==> config.mk <==
export PLATFORM = sky130hd
export DESIGN_NAME = blank_commit_latch
export DESIGN_NICKNAME = d
export VERILOG_FILES = /design/src/rtl/bcl_pkg.sv /design/src/rtl/bcl_raster.sv /design/src/rtl/bcl_event_gen.sv /design/src/rtl/bcl_shadow_bank.sv /design/src/rtl/blank_commit_latch.sv
export SDC_FILE = /design/constraint.sdc
export NUM_CORES = 1
export LEC_CHECK = 0
export ABC_AREA = 1
export CAP_MARGIN = 30
export CORE_MARGIN = 2
export CORE_UTILIZATION = 60
export CTS_CLUSTER_DIAMETER = 50
export DETAILED_ROUTE_END_ITERATION = 8
export DONT_BUFFER_PORTS = 1
export PLACE_DENSITY = 0.77
export SYNTH_ARGS = -nofsm -noshare
export SYNTH_HDL_FRONTEND = slang
export SYNTH_HIERARCHICAL = 1
export SYNTH_SLANG_ARGS = --single-unit
==> constraint.sdc <==
create_clock -name clk -period 11 [get_ports clk]
set_input_delay 0 -clock clk [delete_from_list [all_inputs] [get_ports clk]]
set_output_delay 0 -clock clk [all_outputs]
set_load 0.01 [all_outputs]
==> src/rtl/bcl_pkg.sv <==
package bcl_pkg;
  localparam int NUM_EV = 3;
  typedef enum logic [1:0] {
    EV_START  = 2'd0,
    EV_UPDATE = 2'd1,
    EV_READY  = 2'd2
  } ev_e;
endpackage

==> src/rtl/bcl_raster.sv <==
module bcl_raster #(
  parameter int H_TOTAL  = 2200,
  parameter int V_TOTAL  = 1125,
  parameter int VS_FIRST = 1084,
  parameter int VS_LAST  = 1088,
  parameter int PW       = $clog2(H_TOTAL + 1),
  parameter int LW       = $clog2(V_TOTAL + 1)
) (
  input  logic          clk,
  input  logic          rst_n,
  output logic [PW-1:0] pixel_q,
  output logic [LW-1:0] line_q,
  output logic          vsync
);
  localparam logic [PW-1:0] H_LAST = PW'(H_TOTAL - 1);
  localparam logic [LW-1:0] V_LAST = LW'(V_TOTAL - 1);
  localparam logic [LW-1:0] VS_A   = LW'(VS_FIRST);
  localparam logic [LW-1:0] VS_B   = LW'(VS_LAST);

  logic          px_end;
  logic [PW-1:0] pixel_d;
  logic [LW-1:0] line_d;
  logic          line_en;

  always_comb begin
    px_end  = (pixel_q == H_LAST);
    line_en = px_end;
    pixel_d = px_end ? '0 : pixel_q + 1'b1;
    line_d  = (line_q == V_LAST) ? '0 : line_q + 1'b1;
  end

  always_ff @(posedge clk or negedge rst_n) begin
    if (!rst_n) begin
      pixel_q <= '0;
    end else begin
      pixel_q <= pixel_d;
    end
  end

  always_ff @(posedge clk or negedge rst_n) begin
    if (!rst_n) begin
      line_q <= '0;
    end else if (line_en) begin
      line_q <= line_d;
    end
  end

  assign vsync = (line_q >= VS_A) && (line_q <= VS_B);

  a_r1_pixel_wrap: assert property (@(posedge clk) disable iff (!rst_n)
    (pixel_q == H_LAST) |=> (pixel_q == '0));
  a_r1_line_wrap: assert property (@(posedge clk) disable iff (!rst_n)
    (pixel_q == H_LAST && line_q == V_LAST) |=> (line_q == '0));
endmodule

==> src/rtl/bcl_event_gen.sv <==
module bcl_event_gen
  import bcl_pkg::*;
#(
  parameter int H_TOTAL  = 2200,
  parameter int V_TOTAL  = 1125,
  parameter int V_ACTIVE = 1080,
  parameter int PW       = $clog2(H_TOTAL + 1),
  parameter int LW       = $clog2(V_TOTAL + 1)
) (
  input  logic                         clk,
  input  logic                         rst_n,
  input  logic [PW-1:0]                pixel,
  input  logic [LW-1:0]                line,
  input  logic [NUM_EV-1:0][LW-1:0]    ev_line,
  input  logic [NUM_EV-1:0][PW-1:0]    ev_pixel,
  output logic [NUM_EV-1:0]            pulse,
  output logic                         err
);
  localparam logic [LW-1:0] VA_L = LW'(V_ACTIVE);
  localparam logic [LW-1:0] VT_L = LW'(V_TOTAL);
  localparam logic [PW-1:0] HT_L = PW'(H_TOTAL);

  logic [NUM_EV-1:0] in_range;
  logic [NUM_EV-1:0] hit;
  logic              collide;

  for (genvar k = 0; k < NUM_EV; k++) begin : g_ev
    assign in_range[k] = (ev_line[k] >= VA_L) && (ev_line[k] < VT_L) &&
                         (ev_pixel[k] < HT_L);
    assign hit[k]      = (line == ev_line[k]) && (pixel == ev_pixel[k]);
    assign pulse[k]    = hit[k] & ~err;
  end

  always_comb begin
    collide = 1'b0;
    for (int a = 0; a < NUM_EV; a++) begin
      for (int b = a + 1; b < NUM_EV; b++) begin
        if (ev_line[a] == ev_line[b] && ev_pixel[a] == ev_pixel[b]) begin
          collide = 1'b1;
        end
      end
    end
  end

  assign err = collide | ~(&in_range);

  a_r3_one_at_a_time: assert property (@(posedge clk) disable iff (!rst_n)
    $countones(pulse) <= 1);
  a_r3_inside_blank: assert property (@(posedge clk) disable iff (!rst_n)
    (|pulse) |-> (line >= VA_L));
  a_r5_quiet_on_error: assert property (@(posedge clk) disable iff (!rst_n)
    err |-> (pulse == '0));
  a_r2_single_cycle: assert property (@(posedge clk) disable iff (!rst_n)
    pulse[EV_UPDATE] |=> !pulse[EV_UPDATE]);
endmodule

==> src/rtl/bcl_shadow_bank.sv <==
module bcl_shadow_bank #(
  parameter int              N_REGS  = 4,
  parameter int              REG_W   = 32,
  parameter int              AW      = $clog2(N_REGS),
  parameter logic [REG_W-1:0] RST_VAL = '0
) (
  input  logic                    clk,
  input  logic                    rst_n,
  input  logic                    wr_en,
  input  logic [AW-1:0]           wr_addr,
  input  logic [REG_W-1:0]        wr_data,
  input  logic                    commit_ev,
  input  logic                    hold,
  output logic [N_REGS*REG_W-1:0] active_flat,
  output logic                    pending_q,
  output logic                    done_q
);
  logic [N_REGS-1:0][REG_W-1:0] shadow_q;
  logic [N_REGS-1:0][REG_W-1:0] active_q;
  logic [N_REGS-1:0]            sh_en;
  logic                         take;
  logic                         pending_d;

  assign take = commit_ev & ~hold;

  for (genvar i = 0; i < N_REGS; i++) begin : g_word
    assign sh_en[i] = wr_en && (wr_addr == AW'(i));

    always_ff @(posedge clk or negedge rst_n) begin
      if (!rst_n) begin
        shadow_q[i] <= RST_VAL;
      end else if (sh_en[i]) begin
        shadow_q[i] <= wr_data;
      end
    end

    always_ff @(posedge clk or negedge rst_n) begin
      if (!rst_n) begin
        active_q[i] <= RST_VAL;
      end else if (take) begin
        active_q[i] <= shadow_q[i];
      end
    end

    assign active_flat[i*REG_W +: REG_W] = active_q[i];
  end

  always_comb begin
    pending_d = pending_q;
    if (take)  pending_d = 1'b0;
    if (wr_en) pending_d = 1'b1;
  end

  always_ff @(posedge clk or negedge rst_n) begin
    if (!rst_n) begin
      pending_q <= 1'b0;
      done_q    <= 1'b0;
    end else begin
      pending_q <= pending_d;
      done_q    <= take;
    end
  end

  a_r6_no_early_change: assert property (@(posedge clk) disable iff (!rst_n)
    !(commit_ev && !hold) |=> $stable(active_flat));
  a_r10_done_follows_commit: assert property (@(posedge clk) disable iff (!rst_n)
    done_q |-> $past(commit_ev && !hold));
  a_r9_hold_blocks_done: assert property (@(posedge clk) disable iff (!rst_n)
    (commit_ev && hold) |=> !done_q);
  a_r11_pending_set: assert property (@(posedge clk) disable iff (!rst_n)
    wr_en |=> pending_q);
endmodule

==> src/rtl/blank_commit_latch.sv <==
module blank_commit_latch
  import bcl_pkg::*;
#(
  parameter int               H_TOTAL  = 2200,
  parameter int               V_TOTAL  = 1125,
  parameter int               V_ACTIVE = 1080,
  parameter int               VS_FIRST = 1084,
  parameter int               VS_LAST  = 1088,
  parameter int               N_REGS   = 4,
  parameter int               REG_W    = 32,
  parameter logic [REG_W-1:0] RST_VAL  = '0
) (
  input  logic                            clk,
  input  logic                            rst_n,
  input  logic                            cfg_wr_en,
  input  logic [$clog2(N_REGS)-1:0]       cfg_wr_addr,
  input  logic [REG_W-1:0]                cfg_wr_data,
  input  logic                            hold_commit,
  input  logic [$clog2(V_TOTAL+1)-1:0]    start_line,
  input  logic [$clog2(H_TOTAL+1)-1:0]    start_pixel,
  input  logic [$clog2(V_TOTAL+1)-1:0]    update_line,
  input  logic [$clog2(H_TOTAL+1)-1:0]    update_pixel,
  input  logic [$clog2(V_TOTAL+1)-1:0]    ready_line,
  input  logic [$clog2(H_TOTAL+1)-1:0]    ready_pixel,
  output logic [$clog2(V_TOTAL+1)-1:0]    pos_line,
  output logic [$clog2(H_TOTAL+1)-1:0]    pos_pixel,
  output logic                            vsync_o,
  output logic                            ev_start,
  output logic                            ev_update,
  output logic                            ev_ready,
  output logic                            commit_done,
  output logic                            pending,
  output logic                            prog_err,
  output logic [N_REGS*REG_W-1:0]         active_flat
);
  localparam int PW = $clog2(H_TOTAL + 1);
  localparam int LW = $clog2(V_TOTAL + 1);
  localparam int AW = $clog2(N_REGS);

  logic [1:0]                   rst_sync_q;
  logic                         rst_int_n;
  logic [NUM_EV-1:0][LW-1:0]    ev_line;
  logic [NUM_EV-1:0][PW-1:0]    ev_pixel;
  logic [NUM_EV-1:0]            pulse;

  always_ff @(posedge clk or negedge rst_n) begin
    if (!rst_n) begin
      rst_sync_q <= 2'b00;
    end else begin
      rst_sync_q <= {rst_sync_q[0], 1'b1};
    end
  end
  assign rst_int_n = rst_sync_q[1];

  assign ev_line[EV_START]   = start_line;
  assign ev_pixel[EV_START]  = start_pixel;
  assign ev_line[EV_UPDATE]  = update_line;
  assign ev_pixel[EV_UPDATE] = update_pixel;
  assign ev_line[EV_READY]   = ready_line;
  assign ev_pixel[EV_READY]  = ready_pixel;

  bcl_raster #(
    .H_TOTAL(H_TOTAL), .V_TOTAL(V_TOTAL), .VS_FIRST(VS_FIRST),
    .VS_LAST(VS_LAST), .PW(PW), .LW(LW)
  ) u_raster (
    .clk(clk), .rst_n(rst_int_n), .pixel_q(pos_pixel), .line_q(pos_line),
    .vsync(vsync_o)
  );

  bcl_event_gen #(
    .H_TOTAL(H_TOTAL), .V_TOTAL(V_TOTAL), .V_ACTIVE(V_ACTIVE),
    .PW(PW), .LW(LW)
  ) u_events (
    .clk(clk), .rst_n(rst_int_n), .pixel(pos_pixel), .line(pos_line),
    .ev_line(ev_line), .ev_pixel(ev_pixel), .pulse(pulse), .err(prog_err)
  );

  assign ev_start  = pulse[EV_START];
  assign ev_update = pulse[EV_UPDATE];
  assign ev_ready  = pulse[EV_READY];

  bcl_shadow_bank #(
    .N_REGS(N_REGS), .REG_W(REG_W), .AW(AW), .RST_VAL(RST_VAL)
  ) u_bank (
    .clk(clk), .rst_n(rst_int_n), .wr_en(cfg_wr_en), .wr_addr(cfg_wr_addr),
    .wr_data(cfg_wr_data), .commit_ev(ev_update), .hold(hold_commit),
    .active_flat(active_flat), .pending_q(pending), .done_q(commit_done)
  );

  a_r7_commit_reports: assert property (@(posedge clk) disable iff (!rst_int_n)
    (ev_update && !hold_commit) |=> commit_done);
  a_r10_done_one_cycle: assert property (@(posedge clk) disable iff (!rst_int_n)
    commit_done |=> !commit_done);
endmodule

==> results of run 1 <==
==> path summary, 6_finish.rpt <==
path                                           to  slack (ps)  cells after the start
hold / removal                u_bank/shadow_q[73]         -40                      3
setup / recovery           u_bank/active_flat[22]        7040                     10
setup reg to reg           u_bank/active_flat[22]        7040                     10
min in group asynchronous           rst_sync_q[0]         210                      2
hold reg to reg                     rst_sync_q[1]         350                      0
max in group asynchronous  u_bank/active_flat[80]        9310                      1
==> cells in the mapped netlist <==
| master | number | share of area [%] |
|---|---|---|
| buf_6 | 1 | 0.082 |
| or2_1 | 1 | 0.046 |
| xor2_1 | 21 | 1.3 |
| inv_2 | 13 | 0.36 |
| nand3_1 | 73 | 2.7 |
| buf_2 | 58 | 2.1 |
| nor2_1 | 82 | 2.2 |
| o21ai_1 | 5 | 0.18 |
| nand3b_1 | 2 | 0.11 |
| nand3_2 | 3 | 0.22 |
| nor2_2 | 8 | 0.36 |
| nand2_2 | 2 | 0.091 |
| a21oi_1 | 9 | 0.33 |
| o21ai_0 | 8 | 0.29 |
| nand4_1 | 114 | 5.2 |
| nor3_1 | 9 | 0.33 |
| a31oi_1 | 1 | 0.046 |
| conb_1 | 1 | 0.027 |
| clkbuf_1 | 19 | 0.52 |
| xnor2_1 | 72 | 4.6 |
| or2_2 | 1 | 0.046 |
| nor3b_1 | 1 | 0.055 |
| buf_1 | 1 | 0.027 |
| nor2_4 | 3 | 0.25 |
| dfrtp_1 | 283 | 52 |
| nand4_2 | 1 | 0.091 |
| nand2_1 | 871 | 24 |
| buf_4 | 2 | 0.11 |
| ha_1 | 3 | 0.27 |
| inv_1 | 92 | 2.5 |
| or2_0 | 1 | 0.046 |
==> power breakdown <==
| part | total (mW) | switching [mW] | internal (mW) |
|---|---|---|---|
| combinational | 0.204 | 0.127 | 0.0774 |
| sequential | 1.17 | 0.0485 | 1.12 |
| clock | 1.03 | 0.420 | 0.611 |
==> sequential cells by signal (all words and copies together), names as in the netlist <==
register            flops
u_bank/done_q           1
u_bank/shadow_q       128
rst_sync_q              2
u_raster/line_q        11
u_raster/pixel_q       12
u_bank/pending_q        1
u_bank/active_flat    128
==> final cells by class <==
type,count,area share [%]
repair buffers,68,4.91
multi-input cells,1292,37.8
clock inverters,11,0.888
inverters,105,2.56
clock buffers,46,5.75
flip-flops and latches,283,45.7
well taps,285,2.30
diodes,3,0.0484
==> layout by cell type (no fill, tap or decap), types with 7 or more instances in the layout <==
master | synthesis | routed
a21oi_1 | 9 | 9
buf_4 | 2 | 7
clkbuf_1 | 19 | 9
clkbuf_16 | 0 | 31
dfrtp_1 | 283 | 282
dlygate4sd3_1 | 0 | 55
inv_1 | 92 | 91
inv_2 | 13 | 13
nand2_1 | 871 | 870
nand3_1 | 73 | 73
nand4_1 | 114 | 114
nor2_1 | 82 | 82
nor2_2 | 8 | 7
nor3_1 | 9 | 9
o21ai_0 | 8 | 8
xnor2_1 | 72 | 72
xor2_1 | 21 | 21
==> metal layers <==
layer,GRT usage (%),wire (um),part of all wire (%),vias to the layer above
met5,0,14,0.036,-
met4,10.1,1150,3.0,2
met3,8.44,4060,11,84
met2,49.4,17600,46,575
met1,42.6,15600,41,5667
li1,-,-,-,5556
==> metrics by stage <==
| step | std cells | hold slack [ps] | util (%) |
|---|---|---|---|
| 2_1_floorplan | 1761 | -296 | - |
| 3_3_place_gp | 1973 | -296 | 61.0 |
| 3_5_place_dp | 1975 | -296 | 61.3 |
| 4_1_cts | 2090 | 7.94 | 68.6 |
| 5_1_grt | 2091 | 46.2 | 68.7 |
| 6_report | 2093 | -39.6 | 68.7 |
==> cells by family (layout without fill, tap and decap cells) <==
kind of cell / after synthesis / after routing / share of synthesized area [%]
adders and majority gates: 3 / 3 / 0.274
buffers and inverters: 186 / 230 / 5.73
DFF: 283 / 283 / 51.6
other: 1 / 4 / 0.0273
and+or+nand+nor: 1172 / 1172 / 35.6
AOI/OAI and AO/OA: 23 / 23 / 0.848
xor gates and xnor gates: 93 / 93 / 5.94
==> critical path: cells and delay by family (launching register included) <==
kind                      cells  cell delay [ps]
xor gates and xnor gates      1              180
and+or+nand+nor               7             1710
DFF                           1              670
buffers and inverters         2             1220
==> what timing repair did <==
item | in CTS | in global routing
endpoints found under the hold margin | 151 | 0
resized for setup | 0 | 0
hold buffers | 58 | 0
==> metrics.csv, run 1 <==
stage,metric,value,unit
outcome,status,finished with violations,
outcome,violations,negative hold slack,
final_layout,drive_gt1_share,5.26,%
clock_tree,clockBufferDepth,3,
floorplan,coreArea,22600,sq um
worst_setup_path,worstSetupStartpoint,u_raster/pixel_q[4],
sta,fmax,0.253,GHz
global_route,grt_start_max_net_pins,167,
clock_tree,h-tree-depth,1,
route,wl_per_cell,18.3,um
clock_tree,cts-buffers-inserted,31,
worst_setup_path,cp_cell_sequence,xnor2_1 > nand4_1 > nor2_1 > nand3_1 > nor3_1 > nand2_4 > inv_4 > buf_4 > nand2_1 > nand2_1,
route,drc,0,
floorplan,pin_count,265,
sta,clock_skew,23.9,ps
synth,syn_nets,1871,
worst_setup_path,endpoint_kind,flip-flop,
sta,setup_viol_count_final,0,
worst_setup_path,max_stage_delay,780,ps
floorplan,dieArea,24100,sq um
placement,place.gp.congestion,0.914,
synth,synth_area_per_cell,7.79,sq um
global_route,grt-ovfl-total,0,
synth,yosys_warnings,6,
power_and_ir_drop,p_per_area,155,nW/um^2
floorplan,start_util,60.8,%
final_layout,fillers,1811,
power_and_ir_drop,report.power.total,2.40,mW
route,vias,11884,
run,maxCapViolCount,0,
clock_tree,root_buffer,clkbuf_16,
worst_setup_path,cpMaxStageDelayCell,buf_4,
placement,place_ws,7060,ps
global_route,grt_pass1_vias,11389,
synth,synth-seq-area-share,51.6,%
route,wl,38400,um
route,first_iter_violations,1188,
hold_path,hold_path_class,input pin to flip-flop,
sta,worstMarginPinSlew,984,ps
global_route,grt_pass1_wl,60500,um
sta,maxSlewViolCount,0,
clock_tree,clock_latency,570,ps
route,ant_nets,0,
route,dr.pass1.iters,7,
power_and_ir_drop,power.leakage,8.24,nW
worst_setup_path,critPathMaxFanout,86,
worst_setup_path,crit_type,flip-flop to flip-flop,
synth,ys_ff_latch,283,
hold_path,min_from,cfg_wr_en,
sta,rsz0062_at_grt,false,
sta,fin_crit,3960,ps
worst_setup_path,rr_startpoint,u_raster/pixel_q[4],
floorplan,core.rowCount,55,
clock_tree,cts_tree,done,
global_route,antenna_found_initial,3,
synth,syn_area,13700,sq um
worst_setup_path,cp_common_cell,nand2_1,
placement,placed_area,13800,sq um
sta,slew_headroom,34.2,%
clock_tree,clk_pin_slew,60,ps
worst_setup_path,worstPathArrival,4450,ps
final_layout,syn_to_final_growth,13.0,%
worst_setup_path,cp.required,11490,ps
synth,synth_cells,1761,
sta,setup_ws,7040,ps
final_layout,ff_latch_area,7090,sq um
floorplan,die_h,155,um
placement,hpwl,24300,um
synth,synth.distinct_cells,31,
placement,numPortBuffers,0,
sta,tns,0,ps
final_layout,final_nets,1891,
sta,fin_crit_sh,36.0,%
final_layout,multi_input_area,5870,sq um
sta,hold_viol_final,12,
power_and_ir_drop,max-vdd-ir-drop,0.141,mV
floorplan,die_w,155,um
route,via_per_inst,5.68,
sta,whs,-39.6,ps
clock_tree,clock-sinks,283,
final_layout,fin_area,15500,sq um
clock_tree,cts_setup_buffers,0,
worst_setup_path,crit_path_start_kind,flip-flop,
global_route,globalRouteTotalUtil,31.3,%
Power figures use the tool's default switching activity.
==> inputs of run 2 (changes only) <==
- ABC_AREA: 1 -> 0
- CORE_UTILIZATION: 60 -> 57
- PLACE_DENSITY: 0.77 -> 0.76
- clock period: 11 -> 3.2 ns (I/O delays scaled with it)
==> metrics.csv, run 2 <==
stage,metric,value,unit,change
global_route,grt_pass1_wl,47000,um,"was 60,500 um"
worst_setup_path,crit_buf_inv,1,,was 2
route,drc,0,,unchanged
synth,syn_area,12600,sq um,"was 13,700 sq um"
final_layout,fillers,1569,,"was 1,811"
worst_setup_path,crit_type,flip-flop to flip-flop,,unchanged
synth,synth-seq-area-share,56.3,%,was 51.6%
sta,fmax,0.352,GHz,was 0.253 GHz
sta,maxSlewViolCount,0,,unchanged
synth,synth.distinct_cells,49,,was 31
route,wl_per_cell,23.8,um,was 18.3 um
route,via_per_inst,5.91,,was 5.68
sta,worstMarginPinSlew,840,ps,was 984 ps
global_route,globalRouteTotalUtil,25.5,%,was 31.3%
hold_path,hold_path_class,input pin to flip-flop,,unchanged
final_layout,drive_gt1_share,35.4,%,was 5.26%
worst_setup_path,crit_family,simple AND/OR/NAND/NOR gates,,unchanged
floorplan,core.rowCount,54,,was 55
synth,ys_top_cells_by_count,"dfrtp_1, mux2_2, xor2_1",,"was nand2_1, dfrtp_1, nand4_1"
synth,synth.mux.area_fraction,23.2,%,was 0%
clock_tree,root_buffer,clkbuf_16,,unchanged
sta,rsz0062_at_grt,false,,unchanged
final_layout,final_cell_mix,"dfrtp_1, mux2_2, xor2_1",,"was nand2_1, dfrtp_1, nand4_1"
synth,synth_top_flop_cell,dfrtp_1,,unchanged
sta,clock_skew,16.2,ps,was 23.9 ps
placement,hpwl,20500,um,"was 24,300 um"
floorplan,die_h,153,um,was 155 um
placement,place.gp.congestion,0.945,,was 0.914
synth,yosys.area_share.simple,6.26,%,was 35.6%
power_and_ir_drop,p_per_area,561,nW/um^2,was 155 nW/um^2
final_layout,fin_area,14400,sq um,"was 15,500 sq um"
final_layout,syn_to_final_growth,14.6,%,was 13.0%
sta,fin_crit_sh,88.7,%,was 36.0%
run,maxCapViolCount,0,,unchanged
route,wl,30000,um,"was 38,400 um"
placement,dp.cells,1170,,"was 1,975"
worst_setup_path,endpoint_kind,flip-flop,,unchanged
route,vias,7436,,"was 11,884"
worst_setup_path,worstPathArrival,3260,ps,was 4450 ps
synth,synthAdderAreaFrac,0.298,%,was 0.274%
placement,placed_area,13100,sq um,"was 13,800 sq um"
final_layout,ff_latch_area,7090,sq um,unchanged
synth,yosysTopAreaCell,dfrtp_1,,unchanged
outcome,status,"complete, no violations",,was finished with violations
worst_setup_path,cpMaxStageDelayCell,dfrtp_1,,was buf_4
global_route,antenna_found_initial,1,,was 3
worst_setup_path,cp.required,3620,ps,"was 11,490 ps"
final_layout,final_common_cell,dfrtp_1,,was nand2_1
route,ant_nets,0,,unchanged
worst_setup_path,max_stage_delay,540,ps,was 780 ps
final_layout,final_nets,1067,,"was 1,891"
power_and_ir_drop,max-vdd-ir-drop,0.516,mV,was 0.141 mV
worst_setup_path,cp_cell_sequence,xor2_1 > nor4_1 > nand4_1 > nor3_1 > and3_1 > nand2b_4 > buf_12 > mux2_2,,was xnor2_1 > nand4_1 > nor2_1 > nand3_1 > nor3_1 > nand2_4 > inv_4 > buf_4 > nand2_1 > nand2_1
global_route,grt-ovfl-total,0,,unchanged
synth,postSynth.asyncResetShare,100,%,unchanged
synth,yosysMostFrequentCell,dfrtp_1,,was nand2_1
clock_tree,cts_setup_buffers,0,,unchanged
final_layout,multi_input_area,5300,sq um,was 5870 sq um
sta,tns,0,ps,unchanged
synth,yosys_warnings,6,,unchanged
floorplan,pin_count,265,,unchanged
global_route,grt_start_max_net_pins,119,,was 167
sta,slew_headroom,44.0,%,was 34.2%
clock_tree,h-tree-depth,1,,unchanged
clock_tree,cts-buffers-inserted,29,,was 31
worst_setup_path,crit_path_start_kind,flip-flop,,unchanged
sta,setup_viol_count_final,0,,unchanged
power_and_ir_drop,power.leakage,6.76,nW,was 8.24 nW
final_layout,stdcell_count,1258,,"was 2,093"
sta,fin_crit,2840,ps,was 3960 ps
clock_tree,clockBufferDepth,3,,unchanged
floorplan,coreArea,21800,sq um,"was 22,600 sq um"
clock_tree,cts_tree,done,,unchanged
clock_tree,clock_latency,540,ps,was 570 ps
synth,synthTopCellsByArea,"dfrtp_1, mux2_2, xor2_1",,"was dfrtp_1, nand2_1, nand4_1"
route,first_iter_violations,426,,"was 1,188"
floorplan,dieArea,23300,sq um,"was 24,100 sq um"
floorplan,die_w,153,um,was 155 um
synth,synth_area_per_cell,14.1,sq um,was 7.79 sq um
synth,synthXorXnorAreaFrac,10.4,%,was 5.94%
clock_tree,clock-sinks,283,,unchanged
global_route,grt_pass1_vias,7895,,"was 11,389"
placement,numPortBuffers,0,,unchanged
synth,ys_ff_latch,283,,unchanged
worst_setup_path,critPathMaxFanout,118,,was 86
route,dr.pass1.iters,5,,was 7
synth,synth_compound_area_share,1.87,%,was 0.848%
synth,yosys.area.top_type_share,56.3,%,was 51.6%
synth,synth_top_family_by_area,multiplexers,,was simple AND/OR/NAND/NOR gates
synth,synth_edf_count,0,,unchanged
sta,hold_viol_final,0,,was 12
clock_tree,clk_pin_slew,60,ps,about the same
synth,syn_nets,1001,,"was 1,871"
floorplan,start_util,57.8,%,was 60.8%
synth,synth_cells,891,,"was 1,761"
[run 2: tightest hold or removal path, stage by stage]
cell and delay, ps:
nor3b_4 20, buf_4 280, mux2_2 290
[run 2: layout make-up]
type / instances / share of cell area (%)
clock inverter: 9 / 0.998
sequential: 283 / 49.1
clock buffer: 42 / 5.86
tap: 280 / 2.43
antenna: 1 / 0.0174
timing repair buffer: 69 / 4.65
inverter: 5 / 0.130
multi-input combinational: 569 / 36.8
[run 2: per-layer routing]
layer,share of wire (%),global-route usage [%]
met5,0,0
met4,2.0,5.95
met3,9.1,7.71
met2,47,40.4
met1,42,34.9
[run 2: path summary, 6_finish.rpt]
kind	slack (ps)	endpoint	start	depth (start not counted)
min	90	u_bank/shadow_q[13]	cfg_wr_addr[1]	3
min in group asynchronous	230	rst_sync_q[0]	rst_n	2
max in group asynchronous	1930	u_bank/active_flat[1]	rst_sync_q[1]	1
max reg2reg	360	u_bank/active_flat[87]	u_raster/pixel_q[11]	8
min reg2reg	360	rst_sync_q[1]	rst_sync_q[0]	0
max	360	u_bank/active_flat[87]	u_raster/pixel_q[11]	8
[run 2: report_power, final]
group / switching (mW) / total, mW / internal (mW)
Clock: 1.34 / 3.42 / 2.07
Combinational: 0.251 / 0.622 / 0.371
Sequential: 0.160 / 4.05 / 3.89
[run 2: through the flow]
stage                     setup slack (ps)  utilization [%]  hold WS, ps  power, mW
final                                  362             66.3         92.6       8.09
after global routing                   320             66.3         89.5       8.40
after CTS                              472             66.3         75.7       8.17
after global placement                 507             60.1         -296       4.64
after floorplan                        375                -         -296       4.53
after detailed placement               502             60.1         -295       4.68
[run 2: kinds of logic after synthesis]
logic type / after synthesis
adders and majority gates: 3
and+or+nand+nor: 122
xor gates and xnor gates: 149
muxes: 259
AOI/OAI and AO/OA: 35
other: 1
buffers and inverters: 39
DFF: 283
[run 2: repair_timing]
item,CTS,global route
endpoints found under the hold margin,132,0
resized for setup,0,0
hold buffers,36,0
